===== config.mk =====
export PLATFORM = sky130hd
export DESIGN_NAME = thermal_event_gen
export DESIGN_NICKNAME = d
export VERILOG_FILES = /design/src/rtl/thermal_event_pkg.sv /design/src/rtl/tev_limit_cmp.sv /design/src/rtl/tev_event_core.sv /design/src/rtl/tev_pin_drive.sv /design/src/rtl/thermal_event_gen.sv
export SDC_FILE = /design/constraint.sdc
export NUM_CORES = 1
export LEC_CHECK = 0
export BUFFER_PORTS_ARGS = -buffer_cell sky130_fd_sc_hd__buf_2
export CORE_ASPECT_RATIO = 1.1
export CORE_MARGIN = 2
export CORE_UTILIZATION = 51
export CTS_BUF_LIST = sky130_fd_sc_hd__clkbuf_16
export CTS_CLUSTER_SIZE = 8
export DETAILED_ROUTE_END_ITERATION = 8
export PLACE_DENSITY = 0.79
export RECOVER_POWER = 25
export SETUP_SLACK_MARGIN = 0.3
export SLEW_MARGIN = 20
export SYNTH_ARGS = -nofsm -noshare
export SYNTH_HDL_FRONTEND = slang
export SYNTH_SLANG_ARGS = --single-unit

===== constraint.sdc =====
create_clock -name clk -period 1.7 [get_ports clk]
set_input_delay 0.425 -clock clk [delete_from_list [all_inputs] [get_ports clk]]
set_output_delay 0.425 -clock clk [all_outputs]
set_load 0.02 [all_outputs]

===== src/rtl/thermal_event_pkg.sv =====
package thermal_event_pkg;

   localparam int N_LIM    = 3;
   localparam int LIM_HI   = 0;
   localparam int LIM_CRIT = 1;
   localparam int LIM_LO   = 2;

   // margin in counts for a 2-bit hysteresis code: 0, step, 2*step, 4*step
   function automatic int hyst_counts(input logic [1:0] code, input int step);
      int r;
      case (code)
         2'd0:    r = 0;
         2'd1:    r = step;
         2'd2:    r = step * 2;
         default: r = step * 4;
      endcase
      return r;
   endfunction

endpackage


===== src/rtl/tev_limit_cmp.sv =====
module tev_limit_cmp #(
   parameter int  W     = 13,
   parameter bit  ABOVE = 1'b1
) (
   input  logic                clk,
   input  logic                rst_n,
   input  logic                eval,
   input  logic [W-1:0]        sample,
   input  logic [W-1:0]        limit,
   input  logic [W+1:0]        margin,
   output logic                cond_q,
   output logic                cond_n
);
   localparam int XW = W + 2;

   logic signed [XW-1:0] s_x;
   logic signed [XW-1:0] l_x;
   logic signed [XW-1:0] m_x;
   logic                 nxt;

   assign s_x = {{2{sample[W-1]}}, sample};
   assign l_x = {{2{limit[W-1]}}, limit};
   assign m_x = margin;

   generate
      if (ABOVE) begin : g_above
         always_comb begin
            if (cond_q) nxt = !(s_x < (l_x - m_x));
            else        nxt = (s_x > l_x);
         end
      end else begin : g_below
         always_comb begin
            if (cond_q) nxt = !(s_x > (l_x + m_x));
            else        nxt = (s_x < l_x);
         end
      end
   endgenerate

   always_ff @(posedge clk or negedge rst_n) begin
      if (!rst_n)    cond_q <= 1'b0;
      else if (eval) cond_q <= nxt;
   end

   assign cond_n = eval ? nxt : cond_q;

endmodule


===== src/rtl/tev_event_core.sv =====
module tev_event_core
   import thermal_event_pkg::*;
(
   input  logic             clk,
   input  logic             rst_n,
   input  logic             eval,
   input  logic             intr,
   input  logic             crit_only,
   input  logic             clr,
   input  logic [N_LIM-1:0] cond_q,
   input  logic [N_LIM-1:0] cond_n,
   output logic             evt
);
   logic trig_q;
   logic trig_n;
   logic latch_q;

   assign trig_q = cond_q[LIM_CRIT] |
                   (~crit_only & (cond_q[LIM_HI] | cond_q[LIM_LO]));
   assign trig_n = cond_n[LIM_CRIT] |
                   (~crit_only & (cond_n[LIM_HI] | cond_n[LIM_LO]));

   always_ff @(posedge clk or negedge rst_n) begin
      if (!rst_n)                          latch_q <= 1'b0;
      else if (!intr)                      latch_q <= 1'b0;
      else if (eval && trig_n && !trig_q)  latch_q <= 1'b1;
      else if (clr && !cond_q[LIM_CRIT])   latch_q <= 1'b0;
   end

   assign evt = intr ? (latch_q | cond_q[LIM_CRIT]) : trig_q;

endmodule


===== src/rtl/tev_pin_drive.sv =====
module tev_pin_drive (
   input  logic evt,
   input  logic out_en,
   input  logic pol,
   output logic pad_lvl,
   output logic pad_oe,
   output logic status
);
   always_comb begin
      if (out_en) pad_lvl = pol ? evt : ~evt;
      else        pad_lvl = ~pol;
   end

   // open drain: only a low level is actively driven
   assign pad_oe = ~pad_lvl;
   assign status = out_en & evt;

endmodule


===== src/rtl/thermal_event_gen.sv =====
module thermal_event_gen
   import thermal_event_pkg::*;
#(
   parameter int TEMP_W    = 13,
   parameter int HYST_STEP = 6
) (
   input  logic              clk,
   input  logic              rst_n,
   input  logic              smp_vld,
   input  logic [TEMP_W-1:0] smp_temp,
   input  logic [TEMP_W-1:0] lim_hi,
   input  logic [TEMP_W-1:0] lim_lo,
   input  logic [TEMP_W-1:0] lim_crit,
   input  logic [1:0]        cfg_hyst,
   input  logic              cfg_intr,
   input  logic              cfg_pol,
   input  logic              cfg_oe,
   input  logic              cfg_crit_only,
   input  logic              cfg_halt,
   input  logic              clr_evt,
   output logic [TEMP_W-1:0] temp_held,
   output logic              evt_pad_lvl,
   output logic              evt_pad_oe,
   output logic              evt_status
);
   localparam int EXT_W = TEMP_W + 2;

   generate
      if (TEMP_W < 5 || TEMP_W > 30) begin : g_bad_width
         $error("thermal_event_gen: TEMP_W out of range");
      end
      if (HYST_STEP < 0 || HYST_STEP * 4 >= (1 << (TEMP_W - 1))) begin : g_bad_step
         $error("thermal_event_gen: HYST_STEP does not fit TEMP_W");
      end
   endgenerate

   logic             eval;
   logic [EXT_W-1:0] margin;
   logic [TEMP_W-1:0] lim_v [N_LIM];
   logic [N_LIM-1:0] lim_state;
   logic [N_LIM-1:0] lim_next;
   logic             evt;

   assign eval   = smp_vld & ~cfg_halt;
   assign margin = EXT_W'(hyst_counts(cfg_hyst, HYST_STEP));

   assign lim_v[LIM_HI]   = lim_hi;
   assign lim_v[LIM_CRIT] = lim_crit;
   assign lim_v[LIM_LO]   = lim_lo;

   always_ff @(posedge clk or negedge rst_n) begin
      if (!rst_n)    temp_held <= '0;
      else if (eval) temp_held <= smp_temp;
   end

   generate
      for (genvar g = 0; g < N_LIM; g++) begin : g_lim
         tev_limit_cmp #(
            .W     (TEMP_W),
            .ABOVE (g != LIM_LO)
         ) i_cmp (
            .clk    (clk),
            .rst_n  (rst_n),
            .eval   (eval),
            .sample (smp_temp),
            .limit  (lim_v[g]),
            .margin (margin),
            .cond_q (lim_state[g]),
            .cond_n (lim_next[g])
         );
      end
   endgenerate

   tev_event_core i_core (
      .clk       (clk),
      .rst_n     (rst_n),
      .eval      (eval),
      .intr      (cfg_intr),
      .crit_only (cfg_crit_only),
      .clr       (clr_evt),
      .cond_q    (lim_state),
      .cond_n    (lim_next),
      .evt       (evt)
   );

   tev_pin_drive i_pin (
      .evt     (evt),
      .out_en  (cfg_oe),
      .pol     (cfg_pol),
      .pad_lvl (evt_pad_lvl),
      .pad_oe  (evt_pad_oe),
      .status  (evt_status)
   );

endmodule


# Yosys cells after proc, flatten, opt, wreduce, memory -nomap -nowiden
# Cells that the tools add are included.
# classes
addsub	3
n_lt_le_gt_ge	6
eq_ne	3
mux	13
n_bitwise	14
n_reduce_logical	9
# op_table
operator	count
13-bit by 14-bit less-than comparator with 1-bit output	2
13-bit by 6-bit subtractor with 14-bit output	2
13-bit greater-than comparator	2
5-bit one-hot mux with 3 select lines	1
13-bit by 6-bit adder with 14-bit output	1
13-bit by 14-bit greater-than comparator with 1-bit output	1
13-bit less-than comparator	1
1-bit 2-to-1 mux	12
1-bit logical NOT	5
1-bit inverter	5
1-bit bitwise OR	5
1-bit AND	4
1-bit logical AND	3
3-bit by 1-bit inequality test with 1-bit output, second input constant	1
2-bit by 1-bit == test with 1-bit output, second input constant	1
2-bit == test, second input constant	1
2-bit logical NOT	1
# word_totals
regBits	17
input_bits	63
elab_cells	53

# Longest topological paths before layout
# Gate-level depths: netlist of run 1.
# depth
word_depth	14
depth_mapped	19
mapped_depth_nobuf	19

# By module
# Synthesis of run 1 repeated with hierarchy kept, for this count alone.
# unflattened
hier_cells	590
area_unflattened_um2	4843.4
# modules_own_cells
mod	n_inst	cells_per_inst	area_each_um2	seq_area_each_um2
tev_limit_cmp (g_lim[1].i_cmp)	1	179	1385.1	25.0
tev_limit_cmp (g_lim[0].i_cmp)	1	187	1382.6	25.0
tev_limit_cmp (g_lim[2].i_cmp)	1	174	1358.8	25.0
thermal_event_gen	1	37	609.3	325.3
tev_event_core	1	9	80.1	25.0
tev_pin_drive	1	4	27.5	0.0

# Worst setup path after synthesis of run 1
# Ideal clock, no wire load.
# synth_path
kind	input to register
from	input cfg_hyst[0]
to	register i_core.latch_q
arrival_ns	3.705
required_ns	1.608
path_slack_ns	-2.097
stages	18
path_buffers	0
cell_sequence	inv_1 > ha_1 > inv_1 > ha_1 > a21o_1 > a21oi_1 > nor2_1 > o21a_1 > o21ai_0 > nor2_1 > xnor2_1 > ha_1 > nand4_1 > a311o_1 > a31o_1 > a31oi_2 > nor3_2 > o31ai_2
# synth_between
elab_chain_len	14
elab_cells_between_ends	27
cone_classes	3 x add/sub; 3 x order compare; 3 x eq/ne; 9 x mux; 3 x bitwise; 6 x reduce/logical
# synth_rtl
item	line_no	source
start: declaration	thermal_event_gen.sv:14	input logic [1:0] cfg_hyst,
2-bit == test (tied with other cells)	thermal_event_pkg.sv:11	case (code)
5-bit one-hot mux with 3 select lines (*)	thermal_event_pkg.sv:11	
13-bit by 6-bit subtractor with 14-bit output or 13-bit by 6-bit adder with 14-bit output (tied branches)	tev_limit_cmp.sv:28, tev_limit_cmp.sv:33	
13-bit by 14-bit less-than comparator with 1-bit output or 13-bit by 14-bit greater-than comparator with 1-bit output (tied branches)	tev_limit_cmp.sv:28, tev_limit_cmp.sv:33	
1-bit logical NOT (on tied branches)	tev_limit_cmp.sv:28, tev_limit_cmp.sv:33	
1-bit 2-to-1 mux (on tied branches)	tev_limit_cmp.sv:28, tev_limit_cmp.sv:33	
1-bit 2-to-1 mux	tev_limit_cmp.sv:44	assign cond_n = eval ? nxt : cond_q;
1-bit bitwise OR	tev_event_core.sv:21	(~crit_only & (cond_n[LIM_HI] | cond_n[LIM_LO]));
1-bit AND	tev_event_core.sv:21	
1-bit bitwise OR (*)	tev_event_core.sv:20	assign trig_n = cond_n[LIM_CRIT] |
1-bit logical AND (*) (2 in series)	tev_event_core.sv:26	else if (eval && trig_n && !trig_q) latch_q <= 1'b1;
1-bit 2-to-1 mux	tev_event_core.sv:26	
1-bit 2-to-1 mux	tev_event_core.sv:25	else if (!intr) latch_q <= 1'b0;
end signal: assignment	tev_event_core.sv:25	
end signal: assignment	tev_event_core.sv:26	
end signal: assignment	tev_event_core.sv:27	else if (clr && !cond_q[LIM_CRIT]) latch_q <= 1'b0;
end: declaration	tev_event_core.sv:16	logic latch_q;
# Mark *: on every way between the ends. The rest lies on a longest branch, timed or not.
# A chain may end at the register's enable or synchronous reset.

# Final worst setup path of run 1
# Ends and elaborated chain as after synthesis.

==> impl_metrics.tcl, run 1 <==
set metrics [dict create \
    post-route-period-util 1.97 \
    grt_usage 0.293 \
    tightest_slew_ns 0.915 \
    grt_pass1_vias 4160 \
    syn-cell-area_mm2 0.00347 \
    hold_buffers 0 \
    synth_top_area_frac 0.329 \
    cts_tree "done" \
    peakVddDrop_mv 0.665 \
    r2r_end "i_core.latch_q" \
    drt-initial-drc-count 131 \
    finClkSkew_ns 0.000347 \
    area_growth_pct 48.4 \
    ys_ff_latch 17 \
    cts_max_path_buffers 2 \
    num_rows 31 \
    place_hpwl_um 8740 \
    portBuffers 78 \
    rsz0062_at_grt "yes" \
    fp.coreArea_mm2 0.00659 \
    seq_area_frac_synth 0.123 \
    wl_per_cell_um 15.2 \
    insertion_delay_ns 0.25 \
    maxSlewHeadroom 0.390 \
    cts_root_buf "clkbuf_16" \
    syn_inst 439 \
    leakage_uw 0.00272 \
    synthArstFlopShare 1.00 \
    final_util 0.780 \
    die_width_um 82.6 \
    status "finished with violations" \
    timing.rr.start "g_lim[1].i_cmp.cond_q" \
    drcViolationCount 0 \
    pwr_density_cell_mw_per_mm2 545 \
    start_kind "input pin" \
    die_area_mm2 0.00747 \
    grt_start_max_net_pins 18 \
    layout.cells.most_common "buf_4" \
    gr-total-overflow 0 \
    via_count 3951 \
    avgViaCountPerCell 5.55 \
    hold_viol_final 0 \
    grt_pass1_wl_um 17500 \
    hp-class "input pin to async pin" \
    period_minus_slack_ns 3.35 \
    ant_nets 0 \
    routabilityCongestion 0.889 \
    path_max_fanout 4 \
    die_h_um 90.5 \
    drive_gt1_frac 0.387 \
    synth-edff-count 0 \
    antenna_found_initial 0 \
    max_freq_ghz 0.298 \
    start_util 0.526 \
    cts_made_buffers 3 \
    path_clk_slew_ns 0.05 \
    cp.arrival_ns 3.52 \
    synth.area.top_cells "ha_1 (33%), dfrtp_1 (12%), xnor2_1 (7.8%)" \
    tns_ns -6.58 \
    synth_ff_type "dfrtp_1" \
    synth_cell_types 56 \
    avgSynthCellArea_um2 7.89 \
    diodes 0 \
    p_total_uw 2810 \
    synth.largest_area_cell "ha_1" \
    r2r_slack_ns 0.08 \
    drv_cap 0 \
    violations "negative setup slack" \
    syn_nets 596 \
    final_cell_mix "buf_4 (109), ha_1 (86), buf_2 (72)" \
    finalSetupViolCount 7 \
    cts.sinks 17 \
    cts-htree-levels 1 \
    drv_slew 0 \
    worstPathRequired_ns 1.86 \
    worstSetupPathType "input pin to register" \
    crit_start "cfg_hyst[0]" \
    ios 79 \
    worstRegToRegCells 6 \
    ys_warn_count 0 \
    cp-end-kind "register" \
    nNetsFinal 788 \
    wl_um 10800 \
    firstDrtPassIters 4 \
    setup_ws_ns -1.65 \
]
[power breakdown]
group	leakage [µW]	total (µW)	internal (µW)	switching, µW
clock network	0.0000423	471	313	158
registers	0.000210	521	475	45.8
logic	0.00247	1810	904	909
[per-stage QoR]
stage | worst slack, ns | area (µm²) | hold slack, ns | std cells
final | -1.65 | 5140 | 0.284 | 712
after CTS | -1.60 | 5060 | 0.104 | 708
after global placement | -1.95 | 4800 | 0.354 | 697
after floorplan | -1.60 | 3540 | 0.129 | 439
after detailed placement | -2.12 | 4800 | 0.362 | 697
after global routing | -1.85 | 5140 | 0.384 | 712
[cells in the mapped netlist (2+ instances only)]
cell and n:
a31oi_1 4, inv_1 59, xnor2_2 2, nand2b_1 3, clkbuf_1 2, nor3_1 12, a211oi_1 4, nand4_1 13
a2111oi_0 2, fa_1 3, a21boi_0 3, o2111ai_1 2, and3_1 4, and2_1 2, xnor2_1 31, a21oi_1 22
a41oi_1 3, dfrtp_1 17, o21a_1 3, o21bai_1 2, nand2_1 59, nor2b_1 7, nor2_1 19, o211ai_1 4
nor4b_1 2, a21o_1 8, nand3_1 12, ha_1 91, o21ai_0 17
[cell type report]
class	count	area, µm²
inverter	59	231
timing repair buffer	190	1290
clock buffer	3	75.1
sequential	17	425
tap	82	103
clock inverter	1	3.75
fill	460	1450
multi-input combinational	360	3020
[how the worst max path moves through the flow]
| stage | endpoint | cells after the start | slack, ns |
|---|---|---|---|
| 3_3_place_gp | i_core.latch_q | 18 | -1.95 |
| 5_1_grt | i_core.latch_q | 19 | -1.85 |
| 6_report | i_core.latch_q | 19 | -1.65 |
| 4_1_cts | i_core.latch_q | 19 | -1.60 |
| 2_1_floorplan | i_core.latch_q | 18 | -1.60 |
| 3_5_place_dp | i_core.latch_q | 18 | -2.12 |
[registers in the layout (all words and copies together), names as in the netlist]
signal	cells
i_core.latch_q	1
g_lim.i_cmp.cond_q	3
temp_held	13
[critical path: stages]
cell	delay [ns]
buf_12	0.09
inv_8	0.03
ha_4	0.29
inv_4	0.05
ha_4	0.20
a21o_1	0.16
a21oi_2	0.13
nor2_1	0.06
o21a_1	0.20
o21ai_4	0.19
nor3_2	0.06
xnor2_1	0.13
ha_1	0.34
nand4_1	0.14
a311o_1	0.38
a31o_1	0.22
a31oi_4	0.20
nor3_2	0.06
o31ai_2	0.16
[metal layers]
metal,track usage,share of wire
met1,0.324,0.40
met2,0.554,0.52
met3,0.0200,0.045
met4,0.122,0.036
met5,0,0
[timing repair]
action	in CTS	in global routing
endpoints found under the setup margin	7	7
pin swaps	27	8
setup buffers	7	4
gates resized for setup	38	10
[logic make-up (layout without fill, tap and decap cells)]
group,count (synthesis),count (layout),synth area share
mux,1,1,0.00325
simple gates,143,143,0.201
compound gates,88,88,0.170
xor+xnor,34,34,0.0903
buf+inv,62,253,0.0671
flops,17,17,0.123
fa+ha+maj,94,94,0.346
Note: power is estimated with default switching activity, not from simulation.
==> run 2, diff against run 1 <==
Settings changed: CELL_PAD_IN_SITES_DETAIL_PLACEMENT set to 1, CELL_PAD_IN_SITES_GLOBAL_PLACEMENT set to 2, CORE_MARGIN 2 to 3, CORE_UTILIZATION 51 to 29, PLACE_DENSITY 0.79 to not set, PLACE_DENSITY_LB_ADDON set to 0.1.
==> impl_metrics.tcl, run 2 (synthesized netlist as in run 1, its figures left out) <==
set metrics [dict create \
    drive_gt1_frac 0.426 \
    grt_usage 0.194 \
    post-route-period-util 1.97 \
    cp.arrival_ns 3.50 \
    grt_pass1_wl_um 20500 \
    critPathSlowestCell "a311o_1" \
    place_hpwl_um 10900 \
    cts-htree-levels 1 \
    firstDrtPassIters 4 \
    p_total_uw 2890 \
    routabilityCongestion 0.841 \
    regMostFlops "temp_held" \
    finClkSkew_ns 0.000607 \
    grt_start_max_net_pins 18 \
    max_freq_ghz 0.299 \
    insertion_delay_ns 0.25 \
    path_max_fanout 4 \
    antenna_found_initial 0 \
    placedCellCount 776 \
    cp-end-kind "register" \
    final_util 0.471 \
    worstPathRequired_ns 1.86 \
    cts.sinks 17 \
    violations "negative setup slack" \
    max_stage_delay_ns 0.37 \
    cts_tree "done" \
    drv_cap 0 \
    tightest_slew_ns 0.913 \
    layout.cells.most_common "buf_4" \
    cts_root_buf "clkbuf_16" \
    start_kind "input pin" \
    hold_slack_ns 0.288 \
    grt_pass1_vias 4249 \
    maxSlewHeadroom 0.392 \
    cts_made_buffers 3 \
    drt-initial-drc-count 94 \
    num_rows 41 \
    area_growth_pct 57.5 \
    finalSetupViolCount 7 \
    die_width_um 110 \
    multi_input_area_mm2 0.00312 \
    drv_slew 0 \
    regArea_um2 425 \
    largest_reg_flops 13 \
    avgViaCountPerCell 4.88 \
    pwr_density_cell_mw_per_mm2 529 \
    die_area_mm2 0.0133 \
    ant_nets 0 \
    gr-total-overflow 0 \
    wl_per_cell_um 16.2 \
    hp-class "input pin to async pin" \
    fill_cells 1424 \
    drcViolationCount 0 \
    setup_ws_ns -1.64 \
    cts_max_path_buffers 2 \
    ios 79 \
    top_regs "temp_held: 13 flops, g_lim.i_cmp.cond_q: 3 flops, i_core.latch_q: 1 flops" \
    period_minus_slack_ns 3.34 \
    wl_um 12800 \
    diodes 0 \
    worstRegToRegCells 6 \
    worstSetupPathType "input pin to register" \
    path_clk_slew_ns 0.05 \
    placed_cell_area_mm2 0.00498 \
    final_cell_mix "buf_4 (119), ha_1 (83), buf_2 (72)" \
    leakage_uw 0.00279 \
    hold_buffers 0 \
    status "finished with violations" \
    nNetsFinal 801 \
    stdcell_area_mm2 0.00546 \
    path_cells "buf_12 > inv_8 > ha_4 > inv_4 > ha_4 > a21o_1 > a21oi_4 > nor2_1 > o21a_1 > o21ai_4 > nor3_2 > xnor2_1 > ha_1 > nand4_1 > a311o_1 > a31o_1 > a31oi_4 > nor3_2 > o31ai_2" \
    hold_viol_final 0 \
    fp.coreArea_mm2 0.0116 \
    start_util 0.299 \
    portBuffers 78 \
    via_count 3866 \
    final_cells 793 \
    peakVddDrop_mv 0.526 \
    rsz0062_at_grt "yes" \
    die_h_um 121 \
]
-- run 2: changes by cell type in the layout (fill, tap and decap cells not counted), moves of 3 or more --
cell	before	now
nor2_1	19	14
a21oi_1	19	15
ha_1	86	83
ha_4	3	7
nor2_2	0	4
buf_4	109	119
nor3_2	4	8
-- run 2: what timing repair did --
item                       in CTS  in global routing
pin swaps                      18                 18
setup endpoints to repair       7                  7
setup buffers                   8                  5
hold endpoints to repair        0                  0
resized for setup              47                 30
-- run 2: critical path: cells and delay by family --
| family | cells | cell delay, ns |
|---|---|---|
| simple gates | 4 | 0.31 |
| buf+inv | 3 | 0.16 |
| compound gates | 8 | 1.69 |
| xor+xnor | 1 | 0.12 |
| fa+ha+maj | 3 | 0.79 |
-- run 2: path summary, 6_finish.rpt --
kind | from | to | slack [ns]
worst max-delay path | cfg_hyst[0] | i_core.latch_q | -1.64
worst min-delay path | rst_n | temp_held[1] | 0.29
worst max register to register | g_lim[1].i_cmp.cond_q | i_core.latch_q | 0.08
worst min register to register | temp_held[8] | temp_held[8] | 0.47
max in group asynchronous | rst_n | g_lim[1].i_cmp.cond_q | 0.86
min in group clk | smp_temp[6] | temp_held[6] | 0.46
-- run 2: area by class of cell --
class	instances	share of cell area
Sequential cell	17	0.0779
Tap cell	150	0.0344
Timing Repair Buffer	203	0.259
Multi-Input combinational cell	360	0.572
Inverter	59	0.0429
Clock inverter	1	0.000917
Clock buffer	3	0.0138
-- run 2: through the flow --
| step | TNS, ns | worst slack [ns] |
|---|---|---|
| after floorplan | -5.61 | -1.60 |
| after global placement | -7.55 | -2.00 |
| after detailed placement | -8.00 | -2.14 |
| after CTS | -6.35 | -1.67 |
| after global routing | -7.42 | -1.84 |
| final | -6.43 | -1.64 |
-- run 2: per-layer routing --
layer | share of wire | vias up | track usage
met1 | 0.44 | 1828 | 0.252
li1 | - | 1957 | -
met2 | 0.51 | 71 | 0.356
met4 | 0.010 | 0 | 0.0308
met3 | 0.033 | 10 | 0.00854
met5 | 0 | - | 0
-- run 2: power by group --
| part | total (µW) | switching (µW) | leakage, µW | internal [µW] |
|---|---|---|---|---|
| Clock | 469 | 154 | 0.0000409 | 315 |
| Sequential | 521 | 46.0 | 0.000210 | 475 |
| Combinational | 1900 | 942 | 0.00254 | 959 |
| Total | 2890 | 1140 | 0.00279 | 1750 |
==> run 3, diff against run 2 <==
Settings changed: CORE_ASPECT_RATIO 1.1 to not set, CORE_UTILIZATION 29 to 32, SYNTH_HIERARCHICAL set to 1.
==> impl_metrics.tcl, run 3 <==
set metrics [dict create \
    cp.arrival_ns 4.12 \
    drv_slew 0 \
    tightest_slew_ns 1.07 \
    seqPwrFrac 0.131 \
    die_width_um 129 \
    num_rows 44 \
    violations "negative setup slack" \
    cts_made_buffers 3 \
    ys_warn_count 6 \
    synth.area.top_cells "ha_1 (33%), dfrtp_1 (8.8%), inv_1 (6.8%)" \
    area_growth_pct 50.2 \
    cts-htree-levels 1 \
    period_minus_slack_ns 3.98 \
    fp.coreArea_mm2 0.0146 \
    post-route-period-util 2.34 \
    syn-cell-area_mm2 0.00484 \
    top_regs "temp_held: 13 flops, g_lim.i_cmp/cond_q: 3 flops, i_core/latch_q: 1 flops" \
    ys_ff_latch 17 \
    gr-total-overflow 0 \
    peakVddDrop_mv 0.306 \
    multi_input_area_mm2 0.00463 \
    largest_reg_flops 13 \
    final_util 0.497 \
    leakage_uw 0.00369 \
    die_h_um 129 \
    final_cell_mix "buf_4 (148), ha_1 (117), inv_1 (79)" \
    syn_inst 590 \
    regMostFlops "temp_held" \
    ios 79 \
    place_hpwl_um 14900 \
    sw_frac_of_total 0.436 \
    tns_ns -7.99 \
    fill_cells 1817 \
    drive_gt1_frac 0.384 \
    synth_ff_type "dfrtp_1" \
    maxSlewHeadroom 0.288 \
    avgViaCountPerCell 5.01 \
    worstSetupPathType "input pin to register" \
    synthArstFlopShare 1.00 \
    layout.cells.most_common "buf_4" \
    synth_cell_types 67 \
    hp-class "input pin to async pin" \
    antenna_found_initial 0 \
    ant_nets 0 \
    insertion_delay_ns 0.25 \
    synth-edff-count 0 \
    synth.largest_area_cell "ha_1" \
    path_clk_slew_ns 0.06 \
    finClkSkew_ns 0.000891 \
    firstDrtPassIters 4 \
    cts_root_buf "clkbuf_16" \
    hold_viol_final 0 \
    worstPathRequired_ns 1.84 \
    grt_pass1_wl_um 27600 \
    hold_buffers 0 \
    start_util 0.331 \
    start_kind "input pin" \
    routabilityCongestion 0.907 \
    cts_max_path_buffers 2 \
    drv_cap 0 \
    die_area_mm2 0.0166 \
    power.internal_uw 2380 \
    drt-initial-drc-count 129 \
    seq_area_frac_synth 0.0878 \
    p_comb_frac 0.752 \
    synth.most_common_cell "ha_1" \
    portBuffers 78 \
    cts_tree "done" \
    setup_ws_ns -2.28 \
    cts.sinks 17 \
    grt_start_max_net_pins 18 \
    nNetsFinal 1044 \
    status "finished with violations" \
    finalSetupViolCount 6 \
    drcViolationCount 0 \
    avgSynthCellArea_um2 8.21 \
    synth_common_cells "ha_1 (126), inv_1 (88), a21oi_1 (49)" \
    path_max_fanout 3 \
    rsz0062_at_grt "yes" \
    grt_usage 0.206 \
    power.clock.fraction 0.116 \
    cp-end-kind "register" \
    via_count 5181 \
    p_switching_uw 1840 \
    regArea_um2 425 \
    diodes 0 \
    wl_um 17300 \
    grt_pass1_vias 5686 \
    wl_per_cell_um 16.7 \
    synth_top_area_frac 0.325 \
    pwr_density_cell_mw_per_mm2 580 \
    max_freq_ghz 0.251 \
]
run 3: kinds of logic (layout without fill, tap and decap cells):
| kind of cell | count (synthesis) | count (layout) | share of synthesized area |
|---|---|---|---|
| AO/OA/AOI/OAI | 168 | 168 | 0.245 |
| XOR/XNOR | 39 | 39 | 0.0705 |
| adder cells (fa/ha/maj) | 129 | 129 | 0.338 |
| buffers and inverters | 91 | 320 | 0.0754 |
| flip-flops | 17 | 17 | 0.0878 |
| multiplexers | 15 | 15 | 0.0413 |
| other | 1 | 33 | 0.000774 |
| AND/OR/NAND/NOR | 130 | 130 | 0.141 |
run 3: path summary, 6_finish.rpt:
path / start / endpoint / slack (ns) / depth (start not counted)
hold / removal: rst_n / temp_held[5] / 0.34 / 1
min in group clk: temp_held[8] / temp_held[8] / 0.51 / 1
max in group asynchronous: rst_n / temp_held[8] / 0.71 / 1
setup reg to reg: g_lim[2].i_cmp/cond_q / i_core/latch_q / 0.21 / 6
setup / recovery: cfg_hyst[0] / i_core/latch_q / -2.28 / 22
hold reg to reg: temp_held[8] / temp_held[8] / 0.51 / 1
run 3: routing by layer:
layer | track usage | part of all wire | vias to the layer above
li1 | - | - | 2632
met1 | 0.246 | 0.45 | 2480
met2 | 0.400 | 0.52 | 53
met5 | 0 | 0 | -
met3 | 0.00907 | 0.014 | 16
met4 | 0.0500 | 0.017 | 0
run 3: critical path, stage by stage:
cell and delay [ns]:
buf_8 0.09, inv_4 0.04, ha_4 0.14, or2_4 0.28, inv_2 0.07, ha_4 0.20
o21ai_1 0.08, a21oi_1 0.08, o41ai_2 0.32, buf_4 0.19, o22ai_4 0.07, o41ai_2 0.34
xor2_1 0.23, ha_1 0.26, and4_4 0.17, a21oi_1 0.20, o221ai_2 0.13, nor2_1 0.13
xnor2_1 0.15, a31oi_1 0.13, o21bai_1 0.17, a32o_1 0.21
run 3: power groups by stage:
stage / clock [µW] / sequential (µW) / combinational, µW
finish: 490 / 555 / 3180
global route: 525 / 566 / 3520
CTS: 504 / 553 / 3040
detailed placement: 0 / 544 / 2830
global placement: 0 / 542 / 2700
floorplan: 0 / 603 / 1650
run 3: cell type report:
| cell class | count | area share |
|---|---|---|
| Timing Repair Buffer | 228 | 0.215 |
| Clock inverter | 1 | 0.000516 |
| Inverter | 88 | 0.0478 |
| Multi-Input combinational cell | 514 | 0.636 |
| Clock buffer | 3 | 0.0103 |
| Tap cell | 184 | 0.0316 |
| Sequential cell | 17 | 0.0585 |
run 3: timing repair:
action,in CTS,in global routing
setup buffers,9,6
pin swaps,46,15
endpoints found under the setup margin,7,7
resized for setup,41,21
endpoints found under the hold margin,0,0
run 3: per-stage QoR:
step,hold WS (ns),total power [µW],cells,setup slack [ns],instance area [µm²]
2_1_floorplan,0.129,2250,622,-2.03,5160
3_3_place_gp,0.389,3240,1016,-2.52,6760
3_5_place_dp,0.398,3370,1016,-2.65,6760
4_1_cts,0.121,4090,1029,-2.26,7120
5_1_grt,0.414,4620,1035,-2.48,7280
6_report,0.342,4220,1035,-2.28,7280
